===== config.mk =====
export PLATFORM = sky130hd
export DESIGN_NAME = pinIrqCtrl
export DESIGN_NICKNAME = d
export VERILOG_FILES = /design/src/rtl/pinIrqPkg.sv /design/src/rtl/pinPulseFilter.sv /design/src/rtl/pinIrqBusCtrl.sv /design/src/rtl/pinIrqDatapath.sv /design/src/rtl/pinIrqCtrl.sv
export SDC_FILE = /design/constraint.sdc
export NUM_CORES = 1
export LEC_CHECK = 0
export BUFFER_PORTS_ARGS = -buffer_cell sky130_fd_sc_hd__buf_2
export CORE_MARGIN = 4
export CORE_UTILIZATION = 45
export CTS_CLUSTER_SIZE = 25
export DETAILED_ROUTE_END_ITERATION = 8
export PLACE_DENSITY = 0.69
export REMOVE_ABC_BUFFERS = 1
export SYNTH_ARGS = -nofsm -noshare
export SYNTH_HDL_FRONTEND = slang
export SYNTH_SLANG_ARGS = --single-unit

===== constraint.sdc =====
create_clock -name clk -period 1.5 [get_ports clk]
set_input_delay 0 -clock clk [delete_from_list [all_inputs] [get_ports clk]]
set_output_delay 0 -clock clk [all_outputs]
set_load 0.01 [all_outputs]

===== src/rtl/pinIrqPkg.sv =====
package pinIrqPkg;

  localparam int ADDR_W = 2;

  localparam logic [ADDR_W-1:0] ADDR_ENABLE = 2'd0;
  localparam logic [ADDR_W-1:0] ADDR_POLAR  = 2'd1;
  localparam logic [ADDR_W-1:0] ADDR_FLAGS  = 2'd2;

  // one-cycle strobes from the bus decoder to the datapath
  typedef struct packed {
    logic enWr;
    logic polWr;
    logic flagClr;
  } ctrlStrobeT;

endpackage


===== src/rtl/pinPulseFilter.sv =====
module pinPulseFilter #(
  parameter int FILT_CYCLES = 4
) (
  input  logic clk,
  input  logic rstN,
  input  logic lvlIn,
  output logic lvlOut,
  output logic accept
);

  localparam int CNT_W = (FILT_CYCLES > 2) ? $clog2(FILT_CYCLES) : 1;
  localparam logic [CNT_W-1:0] CNT_LAST = CNT_W'(FILT_CYCLES - 1);

  logic [CNT_W-1:0] holdCnt;
  logic             accLvl;
  logic             differs;

  assign differs = (lvlIn != accLvl);
  assign accept  = differs && (holdCnt == CNT_LAST);
  assign lvlOut  = accLvl;

  always_ff @(posedge clk or negedge rstN) begin
    if (!rstN) begin
      accLvl  <= 1'b0;
      holdCnt <= '0;
    end else if (!differs) begin
      holdCnt <= '0;
    end else if (holdCnt == CNT_LAST) begin
      accLvl  <= lvlIn;
      holdCnt <= '0;
    end else begin
      holdCnt <= holdCnt + 1'b1;
    end
  end

  // a level is only accepted once it has already differed on the clock before
  p_min_width_r4: assert property (@(posedge clk) disable iff (!rstN)
    accept |-> ($past(lvlIn) != $past(accLvl)));

  // once accepted, the filter output follows the new level
  p_accept_takes_r5: assert property (@(posedge clk) disable iff (!rstN)
    accept |=> (accLvl == $past(lvlIn)));

endmodule


===== src/rtl/pinIrqBusCtrl.sv =====
module pinIrqBusCtrl
  import pinIrqPkg::*;
#(
  parameter int NUM_PINS = 8
) (
  input  logic                busSel,
  input  logic                busWr,
  input  logic [ADDR_W-1:0]   busAddr,
  input  logic [NUM_PINS-1:0] enReg,
  input  logic [NUM_PINS-1:0] polReg,
  input  logic [NUM_PINS-1:0] flagReg,
  output ctrlStrobeT          strb,
  output logic [NUM_PINS-1:0] busRdata
);

  logic wrEvent;
  assign wrEvent = busSel && busWr;

  always_comb begin
    strb         = '0;
    strb.enWr    = wrEvent && (busAddr == ADDR_ENABLE);
    strb.polWr   = wrEvent && (busAddr == ADDR_POLAR);
    strb.flagClr = wrEvent && (busAddr == ADDR_FLAGS);
  end

  always_comb begin
    unique case (busAddr)
      ADDR_ENABLE: busRdata = enReg;
      ADDR_POLAR:  busRdata = polReg;
      ADDR_FLAGS:  busRdata = flagReg;
      default:     busRdata = '0;
    endcase
  end

  // at most one register is written per access
  p_one_strobe_r2: assert final ($onehot0({strb.enWr, strb.polWr, strb.flagClr}));

endmodule


===== src/rtl/pinIrqDatapath.sv =====
module pinIrqDatapath
  import pinIrqPkg::*;
#(
  parameter int NUM_PINS    = 8,
  parameter int SYNC_STAGES = 2,
  parameter int FILT_CYCLES = 4
) (
  input  logic                clk,
  input  logic                rstN,
  input  logic [NUM_PINS-1:0] pinIn,
  input  ctrlStrobeT          strb,
  input  logic [NUM_PINS-1:0] wdata,
  input  logic                lowPwrMode,
  output logic [NUM_PINS-1:0] enReg,
  output logic [NUM_PINS-1:0] polReg,
  output logic [NUM_PINS-1:0] flagReg,
  output logic                irqReq,
  output logic                wakeReq
);

  logic [NUM_PINS-1:0] syncChain [SYNC_STAGES];
  logic [NUM_PINS-1:0] syncLvl;
  logic [NUM_PINS-1:0] acceptVec;
  logic [NUM_PINS-1:0] filtLvl;
  logic [NUM_PINS-1:0] setVec;
  logic [NUM_PINS-1:0] clrVec;

  always_ff @(posedge clk or negedge rstN) begin
    if (!rstN) begin
      for (int s = 0; s < SYNC_STAGES; s++) syncChain[s] <= '0;
    end else begin
      syncChain[0] <= pinIn;
      for (int s = 1; s < SYNC_STAGES; s++) syncChain[s] <= syncChain[s-1];
    end
  end

  assign syncLvl = syncChain[SYNC_STAGES-1];

  for (genvar i = 0; i < NUM_PINS; i++) begin : g_pin
    pinPulseFilter #(.FILT_CYCLES(FILT_CYCLES)) filt_i (
      .clk    (clk),
      .rstN   (rstN),
      .lvlIn  (syncLvl[i]),
      .lvlOut (filtLvl[i]),
      .accept (acceptVec[i])
    );
    assign setVec[i] = acceptVec[i] && (syncLvl[i] == polReg[i]);
  end

  assign clrVec = strb.flagClr ? wdata : '0;

  always_ff @(posedge clk or negedge rstN) begin
    if (!rstN) begin
      enReg   <= '0;
      polReg  <= '0;
      flagReg <= '0;
    end else begin
      if (strb.enWr)  enReg  <= wdata;
      if (strb.polWr) polReg <= wdata;
      flagReg <= (flagReg & ~clrVec) | setVec;
    end
  end

  assign irqReq  = |(flagReg & enReg);
  assign wakeReq = irqReq && lowPwrMode;

  // a qualified edge always leaves its flag set, even under a clear
  p_edge_sets_flag_r9: assert property (@(posedge clk) disable iff (!rstN)
    (|setVec) |=> ((flagReg & $past(setVec)) == $past(setVec)));

  // a cleared bit with no concurrent edge reads 0 afterwards
  p_clear_works_r8: assert property (@(posedge clk) disable iff (!rstN)
    strb.flagClr |=> ((flagReg & $past(wdata & ~setVec)) == '0));

  // a flag bit only rises on a qualified edge
  p_no_spurious_r11: assert property (@(posedge clk) disable iff (!rstN)
    ((flagReg & ~$past(flagReg) & ~$past(setVec)) == '0));

  // a flag set means the filtered level now matches that pin's polarity
  p_polarity_r3: assert property (@(posedge clk) disable iff (!rstN)
    (|setVec) |=> (((filtLvl ^ $past(polReg)) & $past(setVec)) == '0));

endmodule


===== src/rtl/pinIrqCtrl.sv =====
module pinIrqCtrl
  import pinIrqPkg::*;
#(
  parameter int NUM_PINS    = 8,
  parameter int SYNC_STAGES = 2,
  parameter int FILT_CYCLES = 4
) (
  input  logic                clk,
  input  logic                rstN,
  input  logic [NUM_PINS-1:0] pinIn,
  input  logic                busSel,
  input  logic                busWr,
  input  logic [ADDR_W-1:0]   busAddr,
  input  logic [NUM_PINS-1:0] busWdata,
  output logic [NUM_PINS-1:0] busRdata,
  input  logic                lowPwrMode,
  output logic                irqReq,
  output logic                wakeReq
);

  ctrlStrobeT          strb;
  logic [NUM_PINS-1:0] enReg;
  logic [NUM_PINS-1:0] polReg;
  logic [NUM_PINS-1:0] flagReg;

  pinIrqBusCtrl #(.NUM_PINS(NUM_PINS)) ctrl_i (
    .busSel   (busSel),
    .busWr    (busWr),
    .busAddr  (busAddr),
    .enReg    (enReg),
    .polReg   (polReg),
    .flagReg  (flagReg),
    .strb     (strb),
    .busRdata (busRdata)
  );

  pinIrqDatapath #(
    .NUM_PINS    (NUM_PINS),
    .SYNC_STAGES (SYNC_STAGES),
    .FILT_CYCLES (FILT_CYCLES)
  ) dp_i (
    .clk        (clk),
    .rstN       (rstN),
    .pinIn      (pinIn),
    .strb       (strb),
    .wdata      (busWdata),
    .lowPwrMode (lowPwrMode),
    .enReg      (enReg),
    .polReg     (polReg),
    .flagReg    (flagReg),
    .irqReq     (irqReq),
    .wakeReq    (wakeReq)
  );

  // no wake request outside low-power mode
  p_wake_mode_r10: assert property (@(posedge clk) disable iff (!rstN)
    wakeReq |-> lowPwrMode);

  // the request needs at least one enabled pin
  p_irq_enabled_r7: assert property (@(posedge clk) disable iff (!rstN)
    irqReq |-> (enReg != '0));

endmodule


==> flow_summary.json, run 1 <==
{
  "cpMaxStageDelayCell": "dfrtp_1",
  "final_hold_viol_count": 0,
  "ant_nets": 0,
  "grt_first_pass_wirelength_mm": 8.493,
  "place.gp.congestion": 0.7230,
  "clockRootBuffer": "clkbuf_8",
  "power.density_nw_per_um2": 1644,
  "power_frac_seq_pct": 49.1,
  "rows": 27,
  "period_share_pct": 95.81,
  "mostFrequentLayoutCells": "dfrtp_1 (64), buf_2 (32), nand2_1 (24), mux2_2 (24), dlygate4sd3_1 (17)",
  "p_comb_share_pct": 24.0,
  "io_buffers": 32,
  "intPower_uw": 3761,
  "clk_pin_slew_ns": 0.07,
  "dp_hpwl_mm": 3.178,
  "via_per_inst": 5.060,
  "clk_latency_ns": 0.35,
  "fin_area_um2": 3287,
  "setup-tns-final_ns": 0,
  "worstPathRequired_ns": 1.50,
  "cts_setup_buffers": 0,
  "rsz0062_at_grt": "no",
  "cp.arrival_ns": 1.44,
  "cts.sinks": 64,
  "layout.area.seq_um2": 1602,
  "crit_start": "dp_i.flagReg[7]$_DFF_PN0_",
  "fin_crit_ns": 1.437,
  "multiInputGateArea_um2": 1026,
  "min_path_type": "input port to flop",
  "drv_cap": 0,
  "chipWidth_um": 84.67,
  "cp-endpoint": "wakeReq",
  "final_common_cell": "dfrtp_1",
  "startpoint_type": "flop",
  "initialDrtViolationCount": 42,
  "overflow": 0,
  "cp-end-kind": "output port",
  "synth-seq-area-share_pct": 60.55,
  "core_um2": 5608,
  "drv_slew": 0,
  "nets": 290,
  "r2r_slack_ns": 0.47,
  "dieArea_um2": 7168,
  "path_class": "flop to output port",
  "clock.fmax_mhz": 695.8,
  "placed_area_um2": 2910,
  "finClkSkew_ns": 0.004532,
  "r2r_start": "dp_i.g_pin[7].filt_i.holdCnt[0]$_DFF_PN0_",
  "setup_violations": 0,
  "htree_levels": 3,
  "num_antenna_cells": 0,
  "peakVddDrop_v": 0.0009880,
  "cts_buffers": 9,
  "die_y_um": 84.67,
  "grt_util_all_layers_pct": 15.48,
  "fillers": 491,
  "firstDrtPassIters": 4,
  "clock_path_buffers": 2,
  "synth_cell_types": 23,
  "utilization_pct": 58.61,
  "drive_gt1_share_pct": 30.30,
  "path_cells": "a22oi_2 -> nand4_1 -> and2_1 -> buf_2",
  "switching_share_pct": 30.39,
  "outcome": "complete, no violations",
  "max-slew-margin-rel_pct": 70.20,
  "syn_avg_cell_area_um2": 13.29,
  "totalWireLength_mm": 4.855,
  "pwr-share-clk_pct": 26.9,
  "tightestPinTransition_ns": 0.4456,
  "wl_per_cell_um": 14.45,
  "yosys_warnings": 0,
  "ys_ff_latch": 64,
  "grt_pass1_vias": 1753,
  "dr_total_vias": 1700,
  "synth_area_um2": 2645,
  "syn2layout_area_growth_pct": 24.27,
  "rr_worst_depth": 2,
  "cts_tree": "built",
  "whs_path_depth": 3,
  "initial_core_util_pct": 47.17,
  "hp-start": "busSel",
  "power_switching_uw": 1642,
  "cpPeakStageDelay_ns": 0.43,
  "drc": 0,
  "grt_start_max_net_pins": 65,
  "cellLeakagePower_uw": 0.001512,
  "syn_inst": 199,
  "reg2reg_to": "dp_i.g_pin[7].filt_i.lvlOut$_DFFE_PN0P_",
  "ios": 33,
  "cp_max_fo": 3,
  "antenna_found_initial": 0
}
-- cell families (layout without fill, tap and decap cells) --
kind of cell	Yosys count	in the layout	synth area share (%)
flops	64	64	60.55
simple gates	55	55	11.59
mux	32	32	13.25
compound gates	28	28	7.143
fa+ha+maj	8	8	3.784
xor+xnor	8	8	2.649
buf+inv	4	69	1.040
-- state kept, by name, summed over array words and instances, names as in the netlist --
| signal | count |
|---|---|
| dp_i.enReg | 8 |
| dp_i.syncLvl | 8 |
| dp_i.g_pin.filt_i.lvlOut | 8 |
| dp_i.polReg | 8 |
| dp_i.flagReg | 8 |
| dp_i.g_pin.filt_i.holdCnt | 16 |
| dp_i.syncChain | 8 |
-- repair_timing --
item                                    4_1_cts  5_1_grt
hold buffers                                 17        0
gates resized for setup                       1        1
endpoints found under the setup margin        1        1
pin swaps                                     0        3
hold endpoints to repair                     96        0
-- how the worst min path moves through the flow --
stage	to
2_1_floorplan	dp_i.enReg[0]$_DFFE_PN0P_
3_3_place_gp	dp_i.g_pin[7].filt_i.lvlOut$_DFFE_PN0P_
3_5_place_dp	dp_i.g_pin[7].filt_i.lvlOut$_DFFE_PN0P_
4_1_cts	dp_i.polReg[1]$_DFFE_PN0P_
5_1_grt	dp_i.polReg[3]$_DFFE_PN0P_
6_report	dp_i.polReg[3]$_DFFE_PN0P_
-- stage by stage --
stage               setup WS [ns]  std cells  power (µW)  hold WS [ns]
finish                    0.06289        336        5403        0.1621
global route             0.009633        336        5784        0.1655
detailed placement         0.3646        303        3937       0.04246
floorplan                  0.5402        195        3498       -0.2956
global placement           0.3625        303        3875       0.03923
CTS                       0.04081        336        5463        0.1565
-- layer usage --
layer  wire [µm]  global-route usage, %  up-vias
li1            -                      -      832
met1        2306                  19.57      830
met2        2215                  23.49       31
met3         252                  6.084        7
met4          80                  6.906        0
met5           0                      0        -
-- synth_stat cells --
master     n  area [µm²]
and2_1     1       6.260
a22o_1     8       70.07
nor3_4     1       16.27
nand4b_4   1       23.77
a22oi_1    4       30.03
o21ai_0    9       45.04
nand2_1   24       90.09
mux2i_1    8       80.08
nor2b_1    9       56.30
and4b_1    1       10.01
buf_4      1       7.510
xnor2_1    8       70.07
nand4_1    1       6.260
nor3_1     8       40.04
clkbuf_1   1       3.750
buf_2      1       5.000
ha_1       8       100.1
buf_6      1       11.26
o22ai_1    7       43.79
mux2_2    24       270.3
nand3b_1   1       7.510
dfrtp_1   64        1602
nand2b_1   8       50.05
-- critical path, delay by kind of cell, from the launching register on --
family / cells / cell delay (ns)
DFF: 1 / 0.43
AOI/OAI and AO/OA: 1 / 0.21
buffers and inverters: 1 / 0.13
and+or+nand+nor: 2 / 0.32
-- power groups by stage --
stage / clock network (µW) / logic (µW) / registers (µW)
2_1_floorplan: 0 / 937 / 2560
3_3_place_gp: 0 / 1230 / 2640
3_5_place_dp: 0 / 1270 / 2670
4_1_cts: 1500 / 1320 / 2650
5_1_grt: 1590 / 1470 / 2730
6_report: 1450 / 1300 / 2650
-- cell type report --
cell class,count,area share (%)
clock buffer,9,3.769
clock inverter,7,2.208
multi-input combinational,131,31.21
sequential,64,48.72
tap,72,2.741
timing repair buffer,53,11.34
Note: power is estimated with default switching activity, not from simulation.
==> run 2: changes to the inputs <==
- CORE_UTILIZATION: 45 -> 55
- GPL_TIMING_DRIVEN: unset -> 0
- PLACE_DENSITY: 0.69 -> 0.81
- clock period: 1.5 -> 1.6 ns (I/O delays scaled with it)
==> run 2 against run 1 <==
  * Clock skew is 0.0022 ns higher
  * Setup slack better by 0.13 ns
  * Non-clock buffer count is 4 lower
  * Total power is 3.8% lower
  * Sequential power is 6% lower
  * First-iteration DRC count grew to 2.5 times the previous value
  * Largest power group unchanged
  * Highest routed layer unchanged
==> flow_summary.json, run 2 (synthesis results as in run 1) <==
{
  "r2r_start": "dp_i.g_pin[6].filt_i.holdCnt[0]$_DFF_PN0_",
  "antenna_found_initial": 0,
  "mostFrequentLayoutCells": "dfrtp_1 (64), buf_2 (31), nand2_1 (24), mux2_2 (24), dlygate4sd3_1 (17)",
  "cellLeakagePower_uw": 0.001505,
  "dr_total_vias": 1706,
  "placed_area_um2": 2843,
  "path_cells": "a22oi_1 -> nand4_1 -> and2_1 -> buf_2",
  "chipWidth_um": 77.35,
  "dieArea_um2": 5983,
  "startpoint_type": "flop",
  "num_antenna_cells": 0,
  "max-slew-margin-rel_pct": 48.60,
  "final_common_cell": "dfrtp_1",
  "finClkSkew_ns": 0.006760,
  "path_class": "flop to output port",
  "initialDrtViolationCount": 105,
  "dp_hpwl_mm": 3.083,
  "initial_core_util_pct": 58.72,
  "grt_start_max_net_pins": 65,
  "utilization_pct": 71.83,
  "peakVddDrop_v": 0.0008344,
  "setup_violations": 0,
  "core_um2": 4504,
  "drc": 0,
  "ios": 33,
  "die_y_um": 77.35,
  "power.density_nw_per_um2": 1607,
  "dr_wl_met3_um": 312,
  "wl_met2_mm": 2.311,
  "rsz0062_at_grt": "no",
  "totalWireLength_mm": 4.742,
  "path_delay_family": "flip-flops",
  "clock_path_buffers": 2,
  "critPathBufInv": 1,
  "drive_gt1_share_pct": 28.46,
  "grt_util_all_layers_pct": 18.55,
  "ant_nets": 0,
  "clk_pin_slew_ns": 0.07,
  "drv_slew": 0,
  "cts_buffers": 9,
  "fin_total_pwr_uw": 5201,
  "r2r_slack_ns": 0.55,
  "firstDrtPassIters": 4,
  "min_path_type": "input port to flop",
  "clk_latency_ns": 0.34,
  "largest_register_ffs": 16,
  "place.gp.congestion": 0.7665,
  "period_share_pct": 88.22,
  "hp-start": "busSel",
  "tightestPinTransition_ns": 0.7710,
  "overflow": 0,
  "cpPeakStageDelay_ns": 0.40,
  "grt_first_pass_wirelength_mm": 8.514,
  "clockRootBuffer": "clkbuf_8",
  "cp_max_fo": 3,
  "clock.fmax_mhz": 708.5,
  "syn2layout_area_growth_pct": 22.33,
  "outcome": "complete, no violations",
  "wl_per_cell_um": 15.20,
  "fillers": 302,
  "via_per_inst": 5.468,
  "fin_area_um2": 3236,
  "setup-tns-final_ns": 0,
  "grt_pass1_vias": 1823,
  "cts_tree": "built",
  "cpMaxStageDelayCell": "dfrtp_1",
  "cp.arrival_ns": 1.41,
  "cts.sinks": 64,
  "rr_worst_depth": 2,
  "io_buffers": 32,
  "worstPathRequired_ns": 1.60,
  "rows": 24,
  "nets": 286,
  "top_layer": "met4",
  "reg2reg_to": "dp_i.g_pin[6].filt_i.lvlOut$_DFFE_PN0P_",
  "regMostFlops": "dp_i.g_pin.filt_i.holdCnt",
  "final_hold_viol_count": 0,
  "holdPathEnd": "dp_i.polReg[2]$_DFFE_PN0P_",
  "fin_crit_ns": 1.412,
  "htree_levels": 3,
  "drv_cap": 0,
  "m1WireLength_mm": 2.056,
  "whs_path_depth": 3,
  "cp-end-kind": "output port"
}
-- run 2: changes by cell type in the layout (fill, tap and decap cells not counted), moves of 2 or more --
cell,change
a22oi_2,-2
clkinv_4,-2
buf_4,-2
a22oi_1,+2
-- run 2: worst max-delay path by stage --
stage	startpoint	endpoint	slack, ns	depth (start not counted)
after detailed placement	rstN	dp_i.syncChain[11]$_DFF_PN0_	0.32	1
after global routing	dp_i.enReg[3]$_DFFE_PN0P_	wakeReq	0.07	4
final	dp_i.enReg[3]$_DFFE_PN0P_	wakeReq	0.19	4
after CTS	dp_i.enReg[3]$_DFFE_PN0P_	wakeReq	0.16	4
after global placement	rstN	dp_i.syncChain[11]$_DFF_PN0_	0.34	1
after floorplan	dp_i.g_pin[0].filt_i.holdCnt[0]$_DFF_PN0_	dp_i.g_pin[0].filt_i.lvlOut$_DFFE_PN0P_	0.64	2
-- run 2: what timing repair did --
action | in CTS | in global routing
resized for setup | 0 | 0
hold buffers | 16 | 1
buffers inserted | 0 | 0
endpoints found under the setup margin | 0 | 0
hold endpoints to repair | 32 | 64
-- run 2: where the power goes --
part           total (µW)  internal, µW  switching (µW)
Sequential           2480          2100             384
Clock                1510           910             603
Combinational        1200           695             508
Total                5200          3710            1490
-- run 2: layer usage --
layer / track usage, % / up-vias
met5: 0 / -
met4: 6.050 / 0
met3: 9.028 / 6
met2: 30.48 / 46
met1: 21.40 / 831
li1: - / 823
-- run 2: cell type report --
type	instances	area (µm²)	area share (%)
multi-input cells	131	1016	31.40
flip-flops and latches	64	1602	49.50
well taps	52	65.06	2.011
repair buffers	49	332.8	10.29
clock buffers	10	137.6	4.254
clock inverters	6	82.58	2.552
-- run 2: stage by stage --
step                      hold WS [ns]  cells  setup slack (ns)
after floorplan                -0.2956    195            0.6402
after global placement          0.1074    279            0.3419
after detailed placement        0.1093    279            0.3175
after CTS                      0.01366    311            0.1568
after global routing            0.1372    312           0.06959
final                           0.1573    312            0.1885
-- run 2: worst reg2reg max path: cells and delay by family, from the launching register on --
family / cells / cell delay [ns]
multiplexers: 1 / 0.35
adder cells (fa/ha/maj): 1 / 0.22
flip-flops: 1 / 0.37
